===== config.mk =====
export PLATFORM = sky130hd
export DESIGN_NAME = ebi_cs_ctrl
export DESIGN_NICKNAME = d
export VERILOG_FILES = /design/src/rtl/ebi_cs_pkg.sv /design/src/rtl/ebi_bank_decode.sv /design/src/rtl/ebi_beat_timer.sv /design/src/rtl/ebi_lane_gen.sv /design/src/rtl/ebi_cs_ctrl.sv
export SDC_FILE = /design/constraint.sdc
export NUM_CORES = 1
export LEC_CHECK = 0
export BUFFER_PORTS_ARGS = -buffer_cell sky130_fd_sc_hd__buf_2
export CORE_AREA = 2 2 145 147
export CTS_CLUSTER_DIAMETER = 200
export DETAILED_ROUTE_END_ITERATION = 8
export DIE_AREA = 0 0 147 149
export SYNTH_ARGS = -nofsm -noshare
export SYNTH_HDL_FRONTEND = slang
export SYNTH_HIERARCHICAL = 1
export SYNTH_SLANG_ARGS = --single-unit

===== constraint.sdc =====
create_clock -name clk_i -period 2.7 [get_ports clk_i]
set_clock_uncertainty 0.1 [all_clocks]
set_input_delay 0.135 -clock clk_i [delete_from_list [all_inputs] [get_ports clk_i]]
set_output_delay 0.135 -clock clk_i [all_outputs]
set_load 0.03 [all_outputs]

===== src/rtl/ebi_cs_pkg.sv =====
package ebi_cs_pkg;

  localparam int BURST_LEN = 4;
  localparam int BEATS_W   = $clog2(BURST_LEN);

  typedef enum logic [1:0] {
    ST_IDLE = 2'd0,
    ST_BEAT = 2'd1,
    ST_ERR  = 2'd2
  } state_e;

  localparam logic [1:0] SZ_BYTE = 2'd0;
  localparam logic [1:0] SZ_HALF = 2'd1;
  localparam logic [1:0] SZ_WORD = 2'd2;

endpackage


===== src/rtl/ebi_bank_decode.sv =====
module ebi_bank_decode #(
  parameter int NB = 4,
  parameter int DW = 16,
  localparam int IDX_W = (NB > 1) ? $clog2(NB) : 1
) (
  input  logic [DW-1:0]    tag_i,
  input  logic [NB*DW-1:0] base_i,
  input  logic [NB*DW-1:0] mask_i,
  input  logic [NB-1:0]    en_i,
  output logic             hit_o,
  output logic [IDX_W-1:0] idx_o
);

  logic [NB-1:0] match;

  for (genvar g = 0; g < NB; g++) begin : g_cmp
    assign match[g] = en_i[g] &&
                      (((tag_i ^ base_i[g*DW +: DW]) & mask_i[g*DW +: DW]) == '0);
  end

  // lowest index wins
  always_comb begin
    hit_o = |match;
    idx_o = '0;
    for (int i = NB - 1; i >= 0; i--) begin
      if (match[i]) idx_o = IDX_W'(i);
    end
  end

endmodule


===== src/rtl/ebi_beat_timer.sv =====
module ebi_beat_timer #(
  parameter int CW = 4
) (
  input  logic          clk_i,
  input  logic          rst_ni,
  input  logic          load_i,
  input  logic [CW-1:0] val_i,
  output logic          done_o
);

  logic [CW-1:0] cnt_q;

  always_ff @(posedge clk_i or negedge rst_ni) begin
    if (!rst_ni) begin
      cnt_q <= '0;
    end else if (load_i) begin
      cnt_q <= val_i;
    end else if (cnt_q != '0) begin
      cnt_q <= cnt_q - 1'b1;
    end
  end

  assign done_o = (cnt_q == '0);

endmodule


===== src/rtl/ebi_lane_gen.sv =====
module ebi_lane_gen
  import ebi_cs_pkg::*;
(
  input  logic        ps16_i,
  input  logic [1:0]  size_i,
  input  logic        burst_i,
  input  logic [1:0]  lo_i,
  input  logic [31:0] word_i,
  output logic [3:0]  lanes_o,
  output logic [31:0] bus_o
);

  // bit i of lanes_o is lane i; lane 0 = bits 31:24
  always_comb begin
    if (ps16_i) begin
      if (burst_i || size_i != SZ_BYTE) lanes_o = 4'b0011;
      else                              lanes_o = lo_i[0] ? 4'b0010 : 4'b0001;
      bus_o = {(lo_i[1] ? word_i[15:0] : word_i[31:16]), 16'h0000};
    end else begin
      if (burst_i || size_i == SZ_WORD) lanes_o = 4'b1111;
      else if (size_i == SZ_HALF)       lanes_o = lo_i[1] ? 4'b1100 : 4'b0011;
      else                              lanes_o = 4'b0001 << lo_i;
      bus_o = word_i;
    end
  end

endmodule


===== src/rtl/ebi_cs_ctrl.sv =====
module ebi_cs_ctrl
  import ebi_cs_pkg::*;
#(
  parameter int NB      = 4,
  parameter int DW      = 16,
  parameter int WAIT_W  = 4,
  parameter int BWAIT_W = 2
) (
  input  logic                  clk_i,
  input  logic                  rst_ni,
  input  logic [NB-1:0]         cfg_en_i,
  input  logic [NB*DW-1:0]      cfg_base_i,
  input  logic [NB*DW-1:0]      cfg_mask_i,
  input  logic [NB-1:0]         cfg_ps16_i,
  input  logic [NB-1:0]         cfg_bemode_i,
  input  logic [NB*WAIT_W-1:0]  cfg_wait_i,
  input  logic [NB*BWAIT_W-1:0] cfg_bwait_i,
  input  logic                  req_valid_i,
  output logic                  req_ready_o,
  input  logic [31:0]           req_addr_i,
  input  logic                  req_write_i,
  input  logic [1:0]            req_size_i,
  input  logic                  req_burst_i,
  input  logic [31:0]           req_wdata_i,
  output logic                  ack_o,
  output logic                  err_o,
  output logic [31:0]           rdata_o,
  output logic [NB-1:0]         ebi_cs_n_o,
  output logic [3:0]            ebi_lane_n_o,
  output logic                  ebi_rnw_o,
  output logic [31:0]           ebi_addr_o,
  output logic [31:0]           ebi_wdata_o,
  input  logic [31:0]           ebi_rdata_i
);

  localparam int IDX_W = (NB > 1) ? $clog2(NB) : 1;

  state_e             state_q;
  logic [IDX_W-1:0]   bank_q;
  logic [31:0]        addr_q;
  logic [31:0]        word_q;
  logic               write_q;
  logic [1:0]         size_q;
  logic               burst_q;
  logic [BEATS_W-1:0] left_q;

  logic               dec_hit;
  logic [IDX_W-1:0]   dec_idx;
  logic               accept, busy, beat_done, beat_ack;
  logic               new_ps16, new_split;
  logic [WAIT_W-1:0]  new_wait;
  logic               cur_ps16, cur_be;
  logic [WAIT_W-1:0]  cur_wait;
  logic [BWAIT_W-1:0] cur_bwait;
  logic [31:0]        start_addr;
  logic [BEATS_W-1:0] start_left;
  logic               tmr_load;
  logic [WAIT_W-1:0]  tmr_val;
  logic [3:0]         lanes;
  logic [31:0]        bus_word;

  ebi_bank_decode #(.NB(NB), .DW(DW)) u_dec (
    .tag_i  (req_addr_i[31 -: DW]),
    .base_i (cfg_base_i),
    .mask_i (cfg_mask_i),
    .en_i   (cfg_en_i),
    .hit_o  (dec_hit),
    .idx_o  (dec_idx)
  );

  assign busy     = (state_q == ST_BEAT);
  assign accept   = req_valid_i && (state_q == ST_IDLE);
  assign beat_ack = busy && beat_done;

  assign new_ps16  = cfg_ps16_i[dec_idx];
  assign new_wait  = cfg_wait_i[dec_idx*WAIT_W +: WAIT_W];
  assign new_split = new_ps16 && (req_size_i == SZ_WORD) && !req_burst_i;

  assign cur_ps16  = cfg_ps16_i[bank_q];
  assign cur_be    = cfg_bemode_i[bank_q];
  assign cur_wait  = cfg_wait_i[bank_q*WAIT_W +: WAIT_W];
  assign cur_bwait = cfg_bwait_i[bank_q*BWAIT_W +: BWAIT_W];

  always_comb begin
    if (req_burst_i) begin
      start_addr = new_ps16 ? {req_addr_i[31:1], 1'b0} : {req_addr_i[31:2], 2'b00};
      start_left = BEATS_W'(BURST_LEN - 1);
    end else if (new_split) begin
      start_addr = {req_addr_i[31:2], 2'b00};
      start_left = BEATS_W'(1);
    end else begin
      start_addr = req_addr_i;
      start_left = '0;
    end
  end

  // one counter serves first-access and inter-beat waits
  assign tmr_load = (accept && dec_hit) || (beat_ack && left_q != '0);
  assign tmr_val  = accept  ? new_wait :
                    burst_q ? WAIT_W'(cur_bwait) : cur_wait;

  ebi_beat_timer #(.CW(WAIT_W)) u_tmr (
    .clk_i  (clk_i),
    .rst_ni (rst_ni),
    .load_i (tmr_load),
    .val_i  (tmr_val),
    .done_o (beat_done)
  );

  always_ff @(posedge clk_i or negedge rst_ni) begin
    if (!rst_ni) begin
      state_q <= ST_IDLE;
      bank_q  <= '0;
      addr_q  <= '0;
      word_q  <= '0;
      write_q <= 1'b0;
      size_q  <= SZ_BYTE;
      burst_q <= 1'b0;
      left_q  <= '0;
    end else begin
      unique case (state_q)
        ST_IDLE: begin
          if (req_valid_i) begin
            if (dec_hit) begin
              state_q <= ST_BEAT;
              bank_q  <= dec_idx;
              addr_q  <= start_addr;
              word_q  <= req_wdata_i;
              write_q <= req_write_i;
              size_q  <= req_size_i;
              burst_q <= req_burst_i;
              left_q  <= start_left;
            end else begin
              state_q <= ST_ERR;
            end
          end
        end
        ST_BEAT: begin
          if (beat_done) begin
            if (left_q == '0) begin
              state_q <= ST_IDLE;
            end else begin
              left_q <= left_q - 1'b1;
              addr_q <= addr_q + (cur_ps16 ? 32'd2 : 32'd4);
            end
          end
        end
        ST_ERR:  state_q <= ST_IDLE;
        default: state_q <= ST_IDLE;
      endcase
    end
  end

  ebi_lane_gen u_lanes (
    .ps16_i  (cur_ps16),
    .size_i  (size_q),
    .burst_i (burst_q),
    .lo_i    (addr_q[1:0]),
    .word_i  (word_q),
    .lanes_o (lanes),
    .bus_o   (bus_word)
  );

  for (genvar g = 0; g < NB; g++) begin : g_cs
    assign ebi_cs_n_o[g] = !(busy && bank_q == IDX_W'(g));
  end

  assign ebi_lane_n_o = ~((busy && (write_q || cur_be)) ? lanes : 4'b0000);
  assign ebi_rnw_o    = !(busy && write_q);
  assign ebi_addr_o   = cur_ps16 ? {addr_q[31:1], 1'b0} : {addr_q[31:2], 2'b00};
  assign ebi_wdata_o  = (busy && write_q) ? bus_word : 32'h0;

  assign req_ready_o = (state_q == ST_IDLE);
  assign ack_o       = beat_ack || (state_q == ST_ERR);
  assign err_o       = (state_q == ST_ERR);
  assign rdata_o     = ebi_rdata_i;

endmodule


Yosys cells after proc, flatten, opt, wreduce, memory -nomap -nowiden. Cells that the tools add are included.

Memories: 0. Input port bits: 267. Bits in registers: 78. Logic and storage cells: 130. Output and inout port bits: 108. Latch bits: 0. Bits in writable memories: 0. ROM bits: 0.

Equality and inequality tests: 13. Bitwise logic cells: 9. Shift-type cells: 4. $add $sub $neg: 3. Multiplexer cells: 46. Multipliers: 0. $lt $le $gt $ge: 2. Reductions and logical operators: 44. Divide/modulo/power cells: 0.

Operator list (number): 32-bit two-way mux (6); 16-bit AND (4); 16-bit logical NOT (4); 32-bit one-hot mux with 2 select lines (1); 16-bit XOR (4); 4-bit two-way mux (10); 2-bit two-way mux (18); 32-bit by 3-bit adder with 32-bit output (1); 16-bit by 5-bit variable part select with 4-bit output (2); 1-bit logical AND (16); 16-bit two-way mux (1); 2-bit equality test (second input constant) (5); 2-bit one-hot mux with 2 select lines (2); 2-bit nonzero test (4); 8-bit by 4-bit variable part select with 2-bit output (1); 1-bit binary-select mux with 2-bit select (3); 2-bit by 1-bit equality test with 1-bit output (second input constant) (3); 1-bit logical NOT (6); 2-bit logical NOT (3); 2-bit by 3-bit less-than comparator with 1-bit output (second input constant) (2); 2-bit by 1-bit != test with 1-bit output (second input constant) (3); 3-bit AND reduction (2); 1-bit logical OR (5); 5-bit AND reduction (1); other kinds (10) (14).

Longest topological paths before layout. Gate-level depths: netlist of the first run.

Depth in word-level cells: 17. Mapped depth: 12. Mapped depth without buffers: 11.

Cells and area by module. The synthesis of the first run kept the hierarchy.

Modules (own cells, without submodules): ebi_cs_ctrl (times used 1, area each 4865.9 sq um, cells each 498, seq. area each 1851.8 sq um); ebi_bank_decode (times used 1, area each 943.4 sq um, cells each 118, seq. area each 0.0 sq um); ebi_lane_gen (times used 1, area each 450.4 sq um, cells each 52, seq. area each 0.0 sq um); ebi_beat_timer (times used 1, area each 234.0 sq um, cells each 22, seq. area each 100.1 sq um).

Least setup slack after synthesis of the first run. No wires, ideal clock.

Kind: register to register. Start: register bank_q[0]. End: register addr_q[21]. Setup time: 65 ps. Setup slack: -390 ps. Required time: 2535 ps. Clock period less this slack: 3090 ps. Path buffers: 1. Arrival: 2925 ps. Cell stages (with the launch flop): 10. Path through: dfrtp_1 buf_2 mux4_2 ha_1 fa_1 nand4_1 nor3_2 and2_1 a41oi_1 o22a_1.

Cells in the longest elaborated chain, start to end: 7.

RTL lines: start: declaration (line ebi_cs_ctrl.sv:39) `logic [IDX_W-1:0] bank_q;`; start signal: assignment (line ebi_cs_ctrl.sv:126) `bank_q <= dec_idx;`; 1-bit binary-select mux with 2-bit select (line ebi_cs_ctrl.sv:79) `assign cur_ps16 = cfg_ps16_i[bank_q];`; 1-bit two-way mux (implied by the code) (line ebi_cs_ctrl.sv:79); named net cur_ps16 (line ebi_cs_ctrl.sv:52) `logic cur_ps16, cur_be;`; 3-bit two-way mux (line ebi_cs_ctrl.sv:144) `addr_q <= addr_q + (cur_ps16 ? 32'd2 : 32'd4);`; 32-bit by 3-bit adder with 32-bit output (line ebi_cs_ctrl.sv:144); 32-bit two-way mux (line ebi_cs_ctrl.sv:140) `if (left_q == '0) begin`; 32-bit two-way mux (line ebi_cs_ctrl.sv:139) `if (beat_done) begin`; 32-bit one-hot mux with 2 select lines (line ebi_cs_ctrl.sv:121) `unique case (state_q)`; end signal: assignment (line ebi_cs_ctrl.sv:127) `addr_q <= start_addr;`; end signal: assignment (line ebi_cs_ctrl.sv:144); end: declaration (line ebi_cs_ctrl.sv:40) `logic [31:0] addr_q;`.

The timed path passes the listed nets, and every way through them passes these cells. The select of a mux whose other input is x is not followed. A chain may end at the register's enable or synchronous reset.

Final worst setup path of the first run.
Start: register bank_q[0]. End: output ebi_wdata_o[31].

Cells in the longest elaborated chain, start to end: 4.

RTL lines: 1-bit binary-select mux with 2-bit select (line ebi_cs_ctrl.sv:79); 1-bit two-way mux (implied by the code) (line ebi_cs_ctrl.sv:79); named net cur_ps16 (line ebi_cs_ctrl.sv:52); 32-bit two-way mux (line ebi_lane_gen.sv:15) `if (ps16_i) begin`; named net bus_word[31] (line ebi_cs_ctrl.sv:60) `logic [31:0] bus_word;`; 32-bit two-way mux (line ebi_cs_ctrl.sv:171) `assign ebi_wdata_o = (busy && write_q) ? bus_word : 32'h0;`; end: declaration (line ebi_cs_ctrl.sv:32) `output logic [31:0] ebi_wdata_o,`.

The timed path passes the listed nets, and every way through them passes these cells. The select of a mux whose other input is x is not followed.

==> flow_summary_export.csv, run 1 <==
group,metric,value,unit
pwr,p_leak,4.64,nW
cells_and_area,drive_gt1_share,48.1,%
critical_path,crit_type,"register to output pin",
grt,grtUsageTotal,21.5,%
synth,ys_seq_area_share,30.1,%
critical_path,slowest_stage,"mux4_2",
timing,min_period,2.60,ns
die,coreArea,20600,um^2
critical_path,worst_setup_path_start_kind,"register",
flow_run,cap_viol_max_count,0,
drt,dr.pass1.iters,7,
cells_and_area,area_delta_synth_final,41.7,%
pwr,ir_drop,0.000437,V
die,io_pins,375,
timing,relSlewSlack,55.4,%
clocking,clk_path_buf_depth,2,
grt,antenna_found_initial,8,
placement,dp.cells,1242,
pwr,power.total,5.95,mW
cells_and_area,final_common_cell,"buf_2",
cells_and_area,fill_cells,2028,
critical_path,arrival,2.37,ns
grt,grt_max_degree,46,
grt,grt-ovfl-total,0,
grt,grt_pass1_vias,6532,
timing,tightest_slew,0.670,ns
timing,hold_viol,0,
timing,fin_crit_sh,96.4,%
cells_and_area,final_util,44.8,%
clocking,cts.clk_slew.worst_paths,0.07,ns
synth,synth-main-ff-cell,"dfrtp_1",
critical_path,crit_family,"multiplexers",
pwr,p_int,3.55,mW
critical_path,path_cells,"mux4_2 -> buf_6 -> nand2_8 -> mux2_2 -> and3_1 -> buf_2",
timing,fmax,384,MHz
timing,setup_viol,0,
synth,postSynthAreaPerCell,9.41,um^2
drt,via_per_inst,5.08,
critical_path,worstPathMaxFanout,23,
clocking,htree_levels,3,
clocking,clock-sinks,78,
placement,place.port_buffers,309,
synth,netlist_area,6490,um^2
timing,whs,0.00406,ns
timing,grt_setup_unrepaired,"yes",
critical_path,slowest_delay,0.58,ns
drt,wirelength,24500,um
pwr,swShare,40.3,%
critical_path,path_buf_inv,2,
pwr,p_comb_share,41.1,%
critical_path,crit_path_end_kind,"output pin",
die,rows,53,
die,fp.dieH,149,um
drt,post-route-drc-count,0,
clocking,cts_tree,"done",
synth,synth_nets,962,
timing,maxSlewViolCount,0,
clocking,clk_latency,0.34,ns
synth,synth_edf_count,0,
cells_and_area,final_cells,1310,
timing,tns,0,ns
synth,ys_ff_latch,78,
pwr,power_frac_clock,23.2,%
drt,dr.first_iter.drc_count,317,
die,start_util,31.6,%
synth,async_flop_share,100,%
pwr,p_per_area,647,nW/um^2
drt,wl_per_cell,18.7,um
die,dieArea,21900,um^2
drt,vias,6650,
pwr,seqPwrFrac,35.7,%
synth,synth_cells,690,
synth,yosys_warnings,6,
grt,grt_pass1_wl,36300,um
placement,dpl.hpwl,19100,um
hold_path,hold_class,"input port to register",
pwr,p_sw,2.40,mW
outcome,outcome,"finished, final reports clean",
clocking,cts_root_buf,"clkbuf_16",
critical_path,cp.required,2.47,ns
placement,gp_congestion,0.855,
cells_and_area,final_cell_mix,"buf_2, dfrtp_1, buf_4, xor2_1, mux2_2",
drt,ant_nets,0,
clocking,cts_buffers,9,
cells_and_area,nets,1297,
die,die_x,147,um
synth,ys_types,69,
tightest hold or removal path, stage by stage:
cell       delay (ns)
buf_2            0.07
o21ai_0          0.07
a2bb2oi_1        0.12
routing by layer:
metal	part of all wire, %	global-route usage, %	up-vias
li1	-	-	3151
met1	38	23.9	3156
met2	49	37.4	294
met3	8.5	7.25	47
met4	3.8	10.1	2
met5	0.073	0	-
final cells by class:
| class | instances | area, um^2 | share of cell area, % |
|---|---|---|---|
| antenna | 5 | 12.5 | 0.136 |
| clock buffer | 9 | 225 | 2.45 |
| clock inverter | 7 | 103 | 1.12 |
| inverter | 15 | 56.3 | 0.612 |
| multi-input combinational | 500 | 3940 | 42.9 |
| sequential | 78 | 1950 | 21.2 |
| tap | 275 | 344 | 3.74 |
| timing repair buffer | 421 | 2560 | 27.9 |
cell usage after synthesis, types with 6 or more instances:
| cell type | instances | area share, % |
|---|---|---|
| clkbuf_1 | 28 | 1.6 |
| inv_1 | 14 | 0.81 |
| buf_4 | 63 | 7.3 |
| a41oi_1 | 6 | 0.81 |
| mux4_2 | 13 | 4.5 |
| xor2_1 | 64 | 8.6 |
| dfrtp_1 | 78 | 30 |
| nand2_1 | 38 | 2.2 |
| o22ai_1 | 8 | 0.77 |
| mux2_2 | 44 | 7.6 |
| nor2b_1 | 17 | 1.6 |
| nand4_1 | 19 | 1.8 |
| a22oi_1 | 27 | 3.1 |
| a21oi_1 | 39 | 3.0 |
| mux2_4 | 10 | 2.3 |
| o22a_1 | 8 | 1.1 |
| nor2_1 | 35 | 2.0 |
| and3_1 | 39 | 3.8 |
| o21ai_0 | 23 | 1.8 |
| nor3_1 | 6 | 0.46 |
| nand3_1 | 11 | 0.85 |
| a2bb2oi_1 | 6 | 0.81 |
cell families after synthesis:
family / count (synthesis) / synth area share, %
buf+inv: 113 / 10.4
fa+ha+maj: 5 / 1.08
compound gates: 148 / 15.3
simple gates: 208 / 19.1
other cells: 1 / 0.0577
mux: 72 / 15.2
flops: 78 / 30.1
xor+xnor: 65 / 8.77
power groups by stage:
stage                     sequential, mW  clock (mW)  combinational, mW
after detailed placement            2.14           0               2.34
after global routing                2.19        1.47               2.65
after global placement              2.12           0               2.31
after CTS                           2.12        1.42               2.42
after floorplan                     1.96           0               1.97
final                               2.12        1.38               2.45
flip-flops by register name, summed over array words and instances (netlist names):
signal       cells
left_q           2
bank_q           2
u_tmr/cnt_q      4
size_q           2
state_q          2
write_q          1
addr_q          32
word_q          32
burst_q          1
timing repair:
action | in CTS | in global routing
endpoints found under the hold margin | 86 | 0
pin swaps | 5 | 5
hold buffers | 43 | 0
resized for setup | 3 | 6
cloned | 1 | 0
setup endpoints to repair | 18 | 25
setup buffers | 1 | 4
through the flow:
step	instance area [um^2]	worst slack (ns)
after floorplan	6520	-0.0280
after global placement	8360	-0.204
after detailed placement	8360	-0.240
after CTS	9150	0.000894
after global routing	9200	-0.0494
final	9200	0.0985
path summary, 6_finish.rpt:
kind,startpoint,endpoint,slack [ns],depth (start not counted)
worst max register to register,bank_q[0]$_DFFE_PN0P_,addr_q[27]$_DFFE_PN0P_,0.12,9
worst max-delay path,bank_q[0]$_DFFE_PN0P_,ebi_wdata_o[31],0.1,6
max in group asynchronous,rst_ni,addr_q[27]$_DFFE_PN0P_,1.58,3
worst min register to register,word_q[30]$_DFFE_PN0P_,word_q[30]$_DFFE_PN0P_,0.41,1
worst min-delay path,req_addr_i[11],addr_q[11]$_DFFE_PN0P_,0.004,3
min in group asynchronous,rst_ni,word_q[30]$_DFFE_PN0P_,0.27,2
Note: power is estimated with default switching activity, not from simulation.
==> run 2, diff against run 1 <==
- PLACE_DENSITY: not set -> 0.67
- SKIP_LAST_GASP: not set -> 1
==> flow_summary_export.csv, run 2 (synthesis gave the netlist of run 1 again) <==
group,metric,value,unit
cells_and_area,final_cells,1308,
drt,vias,6720,
critical_path,path_cells,"mux4_2 -> inv_4 -> fa_2 -> nand4_1 -> buf_6 -> nor3_4 -> nand4_1 -> o22a_1 -> o22a_1",
grt,use_met1,24.7,%
placement,placed_cell_area,8380,um^2
grt,grt_max_degree,54,
pwr,p_int,3.55,mW
placement,dp.cells,1244,
pwr,ir_drop,0.000462,V
grt,grt_pass1_wl,38000,um
die,fp.dieH,149,um
outcome,outcome,"finished, final reports clean",
die,start_util,31.6,%
critical_path,slowest_delay,0.60,ns
cells_and_area,finalInstanceArea,9250,um^2
critical_path,worstPathMaxFanout,6,
cells_and_area,top_regs,"addr_q: 32 flops, word_q: 32 flops, u_tmr/cnt_q: 4 flops",
grt,use_met2,40.9,%
grt,grt_use_met3,6.06,%
timing,tns,0,ns
critical_path,worst_setup_path_start_kind,"register",
critical_path,crit_family,"simple AND/OR/NAND/NOR gates",
critical_path,startpoint,"bank_q[0]$_DFFE_PN0P_",
clocking,htree_levels,3,
grt,grt_busiest_layer,"met2",
grt,grtUsageTotal,22.4,%
critical_path,r2r-start,"bank_q[0]$_DFFE_PN0P_",
pwr,power_frac_clock,23.3,%
critical_path,cp.required,2.84,ns
die,dieArea,21900,um^2
critical_path,crit_cells,9,
grt,antenna_found_initial,3,
grt,grt-ovfl-total,0,
timing,fmax,377,MHz
clocking,cts_root_buf,"clkbuf_16",
flow_run,cap_viol_max_count,0,
critical_path,slowest_stage,"mux4_2",
critical_path,reg2reg_depth,9,
timing,grt_setup_unrepaired,"yes",
cells_and_area,nets,1299,
critical_path,arrival,2.79,ns
timing,relSlewSlack,50.2,%
die,rows,53,
critical_path,crit_type,"register to register",
drt,post-route-drc-count,0,
pwr,p_sw,2.41,mW
pwr,p_leak,4.68,nW
pwr,swShare,40.4,%
clocking,cts_tree,"done",
clocking,cts_buffers,9,
drt,via_per_inst,5.14,
timing,hold_viol,0,
critical_path,crit_path_end_kind,"register",
drt,ant_nets,0,
drt,dr.first_iter.drc_count,310,
drt,dr.pass1.iters,5,
grt,grt_pass1_vias,6892,
critical_path,path_buf_inv,2,
timing,fin_crit_sh,98.2,%
cells_and_area,final_cell_mix,"buf_2, dfrtp_1, buf_4, xor2_1, mux2_2",
timing,tightest_slew,0.748,ns
clocking,clk_latency,0.34,ns
placement,gp_congestion,0.941,
die,coreArea,20600,um^2
cells_and_area,final_common_cell,"buf_2",
cells_and_area,area_delta_synth_final,42.5,%
timing,min_period,2.65,ns
hold_path,holdCritStartpoint,"req_addr_i[13]",
placement,dpl.hpwl,19600,um
timing,maxSlewViolCount,0,
die,io_pins,375,
hold_path,min_path_cells,3,
clocking,cts.clk_slew.worst_paths,0.07,ns
clocking,clk_path_buf_depth,2,
pwr,seqPwrFrac,35.4,%
hold_path,hold_class,"input port to register",
clocking,clock-sinks,78,
drt,wirelength,25400,um
pwr,p_comb_share,41.3,%
pwr,p_per_area,644,nW/um^2
timing,setup_viol,0,
cells_and_area,drive_gt1_share,48.5,%
die,die_x,147,um
drt,wl_per_cell,19.4,um
placement,place.port_buffers,309,
## run 2: metal layers
metal,part of all wire (%),vias up
met5,0,-
met4,3.5,0
met3,7.8,45
met2,51,306
met1,38,3222
li1,-,3147
## run 2: worst paths after layout
path / end / slack (ns)
min in group asynchronous: word_q[30]$_DFFE_PN0P_ / 0.29
min reg2reg: word_q[29]$_DFFE_PN0P_ / 0.41
min: addr_q[13]$_DFFE_PN0P_ / 0.01
max in group asynchronous: addr_q[20]$_DFFE_PN0P_ / 1.57
max: addr_q[25]$_DFFE_PN0P_ / 0.05
max reg2reg: addr_q[25]$_DFFE_PN0P_ / 0.05
## run 2: what timing repair did
item / CTS / global route
hold endpoints to repair: 95 / 0
buffers inserted: 1 / 4
hold buffers: 43 / 0
gates cloned: 0 / 1
pin swaps: 4 / 11
resized for setup: 3 / 13
endpoints found under the setup margin: 24 / 28
## run 2: tightest hold or removal path, stage by stage
cell     delay [ns]
buf_2          0.08
a22oi_1        0.06
o21ai_0        0.15
## run 2: metrics by stage
| step | util [%] | hold WS (ns) | worst slack (ns) | power [mW] |
|---|---|---|---|---|
| floorplan | - | -0.261 | -0.0280 | 3.92 |
| global placement | 40.8 | 0.148 | -0.223 | 4.42 |
| detailed placement | 40.8 | 0.142 | -0.327 | 4.48 |
| CTS | 44.6 | 0.00422 | -0.0199 | 5.96 |
| global route | 45.0 | 0.0196 | -0.0818 | 6.33 |
| finish | 45.0 | 0.0140 | 0.0492 | 5.96 |
## run 2: final cells by class
class,count,area [um^2]
fill,1945,11300
multi-input combinational,500,3970
timing repair buffer,423,2590
sequential,78,1950
tap,275,344
clock buffer,9,225
clock inverter,7,103
inverter,15,58.8
antenna,1,2.50
## run 2: power by group through the flow
stage          logic [mW]  clock network, mW  registers (mW)
2_1_floorplan        1.97                  0            1.96
3_3_place_gp         2.33                  0            2.09
3_5_place_dp         2.37                  0            2.12
4_1_cts              2.44               1.43            2.10
5_1_grt              2.67               1.47            2.19
6_report             2.46               1.39            2.11
==> run 3, diff against run 2 <==
- CORE_AREA: 2 2 145 147 -> 2 2 144 146
- DIE_AREA: 0 0 147 149 -> 0 0 146 148
- SKIP_CTS_REPAIR_TIMING: not set -> 1
- SYNTH_HIERARCHICAL: 1 -> not set
==> flow_summary_export.csv, run 3 <==
group,metric,value,unit
timing,relSlewSlack,49.1,%
drt,dr.pass1.iters,4,
cells_and_area,final_cell_mix,"buf_2, nand2_1, dfrtp_1, a21oi_1, xor2_1",
drt,ant_nets,0,
cells_and_area,final_common_cell,"buf_2",
synth,ys_ff_latch,78,
critical_path,regToRegSetupSlack,0.1,ns
synth,netlist_area,6370,um^2
critical_path,slowest_delay,0.43,ns
critical_path,slowest_stage,"mux4_2",
timing,fmax,384,MHz
cells_and_area,finalInstanceArea,8820,um^2
clocking,cts.clk_slew.worst_paths,0.07,ns
pwr,swShare,43.3,%
drt,vias,6713,
cells_and_area,drive_gt1_share,40.8,%
synth,async_flop_share,100,%
grt,grt_pass1_vias,6315,
drt,via_per_inst,5.06,
die,rows,52,
cells_and_area,top_regs,"addr_q: 32 flops, word_q: 32 flops, u_tmr.cnt_q: 4 flops",
pwr,p_comb_share,42.6,%
timing,maxSlewViolCount,0,
placement,post-place-ws,-0.143,ns
clocking,clock-sinks,78,
pwr,power_frac_clock,20.5,%
cells_and_area,fill_cells,1969,
placement,placed_cell_area,7980,um^2
clocking,clk_path_buf_depth,2,
placement,dpl.hpwl,19300,um
synth,synth_nets,1019,
clocking,cts_buffers,9,
cells_and_area,nets,1322,
critical_path,crit_path_end_kind,"register",
timing,hold_viol,1,
pwr,p_per_area,632,nW/um^2
critical_path,cpMostUsedCell,"buf_6",
critical_path,worstPathMaxFanout,6,
grt,antenna_found_initial,3,
pwr,seqPwrFrac,36.9,%
critical_path,cp.required,2.82,ns
timing,min_period,2.60,ns
grt,grt-ovfl-total,0,
synth,synthTopCellsByCount,"nand2_1, dfrtp_1, a21oi_1, buf_4, xor2_1",
clocking,cts_root_buf,"clkbuf_16",
outcome,violations,"hold timing",
cells_and_area,multi_input_comb_area,3760,um^2
grt,grt_max_degree,68,
timing,grt_setup_unrepaired,"yes",
critical_path,path_cells,"mux4_2 -> buf_6 -> ha_4 -> inv_2 -> fa_2 -> buf_6 -> nor3_4 -> nand4_1 -> o32ai_1 -> a21oi_1",
die,die_x,146,um
synth,synth_edf_count,0,
hold_path,hold_class,"input port to register",
cells_and_area,seq_area,1950,um^2
pwr,ir_drop,0.000384,V
critical_path,arrival,2.72,ns
pwr,p_leak,4.29,nW
die,start_util,31.8,%
synth,ys_seq_area_share,30.7,%
clocking,clk_latency,0.34,ns
timing,fin_crit_sh,96.4,%
synth,yosysMostFrequentCell,"nand2_1",
placement,gp_congestion,0.882,
grt,grtUsageTotal,21.1,%
placement,place.port_buffers,309,
cells_and_area,area_delta_synth_final,38.6,%
critical_path,worst_setup_path_start_kind,"register",
synth,yosysTopAreaCell,"dfrtp_1",
synth,ys_types,56,
timing,tightest_slew,0.764,ns
drt,wirelength,24600,um
synth,yosys_warnings,0,
outcome,outcome,"complete, but fails checks",
drt,dr.first_iter.drc_count,431,
synth,postSynthAreaPerCell,8.53,um^2
clocking,htree_levels,3,
flow_run,cap_viol_max_count,0,
die,fp.dieH,148,um
timing,setup_viol,0,
die,coreArea,20000,um^2
timing,whs,-0.0135,ns
drt,post-route-drc-count,0,
synth,synthTopCellsByArea,"dfrtp_1, xor2_1, buf_4",
pwr,p_int,3.16,mW
drt,wl_per_cell,18.5,um
synth,synth_cells,746,
critical_path,crit_type,"register to register",
die,io_pins,375,
grt,grt_pass1_wl,35200,um
die,dieArea,21600,um^2
synth,synth_top_area_share,30.7,%
pwr,p_sw,2.41,mW
synth,synth-main-ff-cell,"dfrtp_1",
clocking,cts_tree,"done",
timing,worst_slack,0.0985,ns
run 3: cell types whose count changed after synthesis, moves of 8 or more:
cell / delta
clkbuf_1: -8
nand3_1: +16
mux2_2: -42
nand4_1: -12
o21ai_1: +19
nand2_1: +50
and3_1: -33
mux2_4: -9
nor2b_1: -11
and2_1: +19
buf_2: +13
a21oi_1: +32
mux2_1: +36
run 3: worst max-delay path: cells and delay by family, from the launching register on:
family	cells	cell delay, ns
fa+ha+maj	2	0.52
simple gates	2	0.30
compound gates	2	0.42
mux	1	0.43
flops	1	0.40
buf+inv	3	0.31
run 3: final timing paths:
kind,start,to,cells after the start
max in group asynchronous,rst_ni,addr_q[21]$_DFFE_PN0P_,3
worst min register to register,word_q[26]$_DFFE_PN0P_,word_q[26]$_DFFE_PN0P_,1
min in group asynchronous,rst_ni,state_q[1]$_DFFE_PN0P_,2
worst min-delay path,req_addr_i[2],addr_q[2]$_DFFE_PN0P_,3
worst max-delay path,bank_q[0]$_DFFE_PN0P_,addr_q[31]$_DFFE_PN0P_,10
worst max register to register,bank_q[0]$_DFFE_PN0P_,addr_q[31]$_DFFE_PN0P_,10
run 3: cells by family (layout without fill, tap and decap cells):
logic type	Yosys count	after routing	synth area share (%)
AOI/OAI and AO/OA	196	196	19.1
xor gates and xnor gates	66	66	9.08
adders and majority gates	6	6	1.30
buffers and inverters	127	435	12.6
DFF	78	78	30.7
muxes	47	47	9.79
other	1	3	0.0589
and+or+nand+nor	225	225	17.5
run 3: area by class of cell:
class | instances | share of cell area, %
repair buffers | 404 | 27.6
flip-flops and latches | 78 | 22.1
inverters | 15 | 0.638
clock buffers | 10 | 2.59
multi-input cells | 541 | 42.6
clock inverters | 6 | 0.539
well taps | 270 | 3.83
diodes | 2 | 0.0567
run 3: layer usage:
layer  vias up  GRT usage (%)  share of wire [%]
met2       305           34.8                 49
li1       3175              -                  -
met1      3193           26.6                 42
met5         -              0              0.041
met3        38           6.60                7.6
met4         2           6.55                2.2
run 3: power groups by stage:
stage	clock [mW]	combinational, mW	sequential [mW]
finish	1.15	2.37	2.06
global placement	0	2.24	2.04
detailed placement	0	2.27	2.07
global route	1.24	2.60	2.13
floorplan	0	1.90	1.90
CTS	1.19	2.29	2.04
run 3: stage by stage:
step	hold slack (ns)	util [%]	power (mW)	setup TNS (ns)	cells
final	-0.0135	44.0	5.58	0	1326
after global routing	0.00849	44.0	5.97	-0.112	1326
after CTS	-0.484	41.2	5.52	-0.626	1279
after detailed placement	-0.105	39.8	4.34	-0.267	1263
after global placement	-0.108	39.8	4.29	-0.201	1263
after floorplan	-0.261	-	3.80	-0.108	746
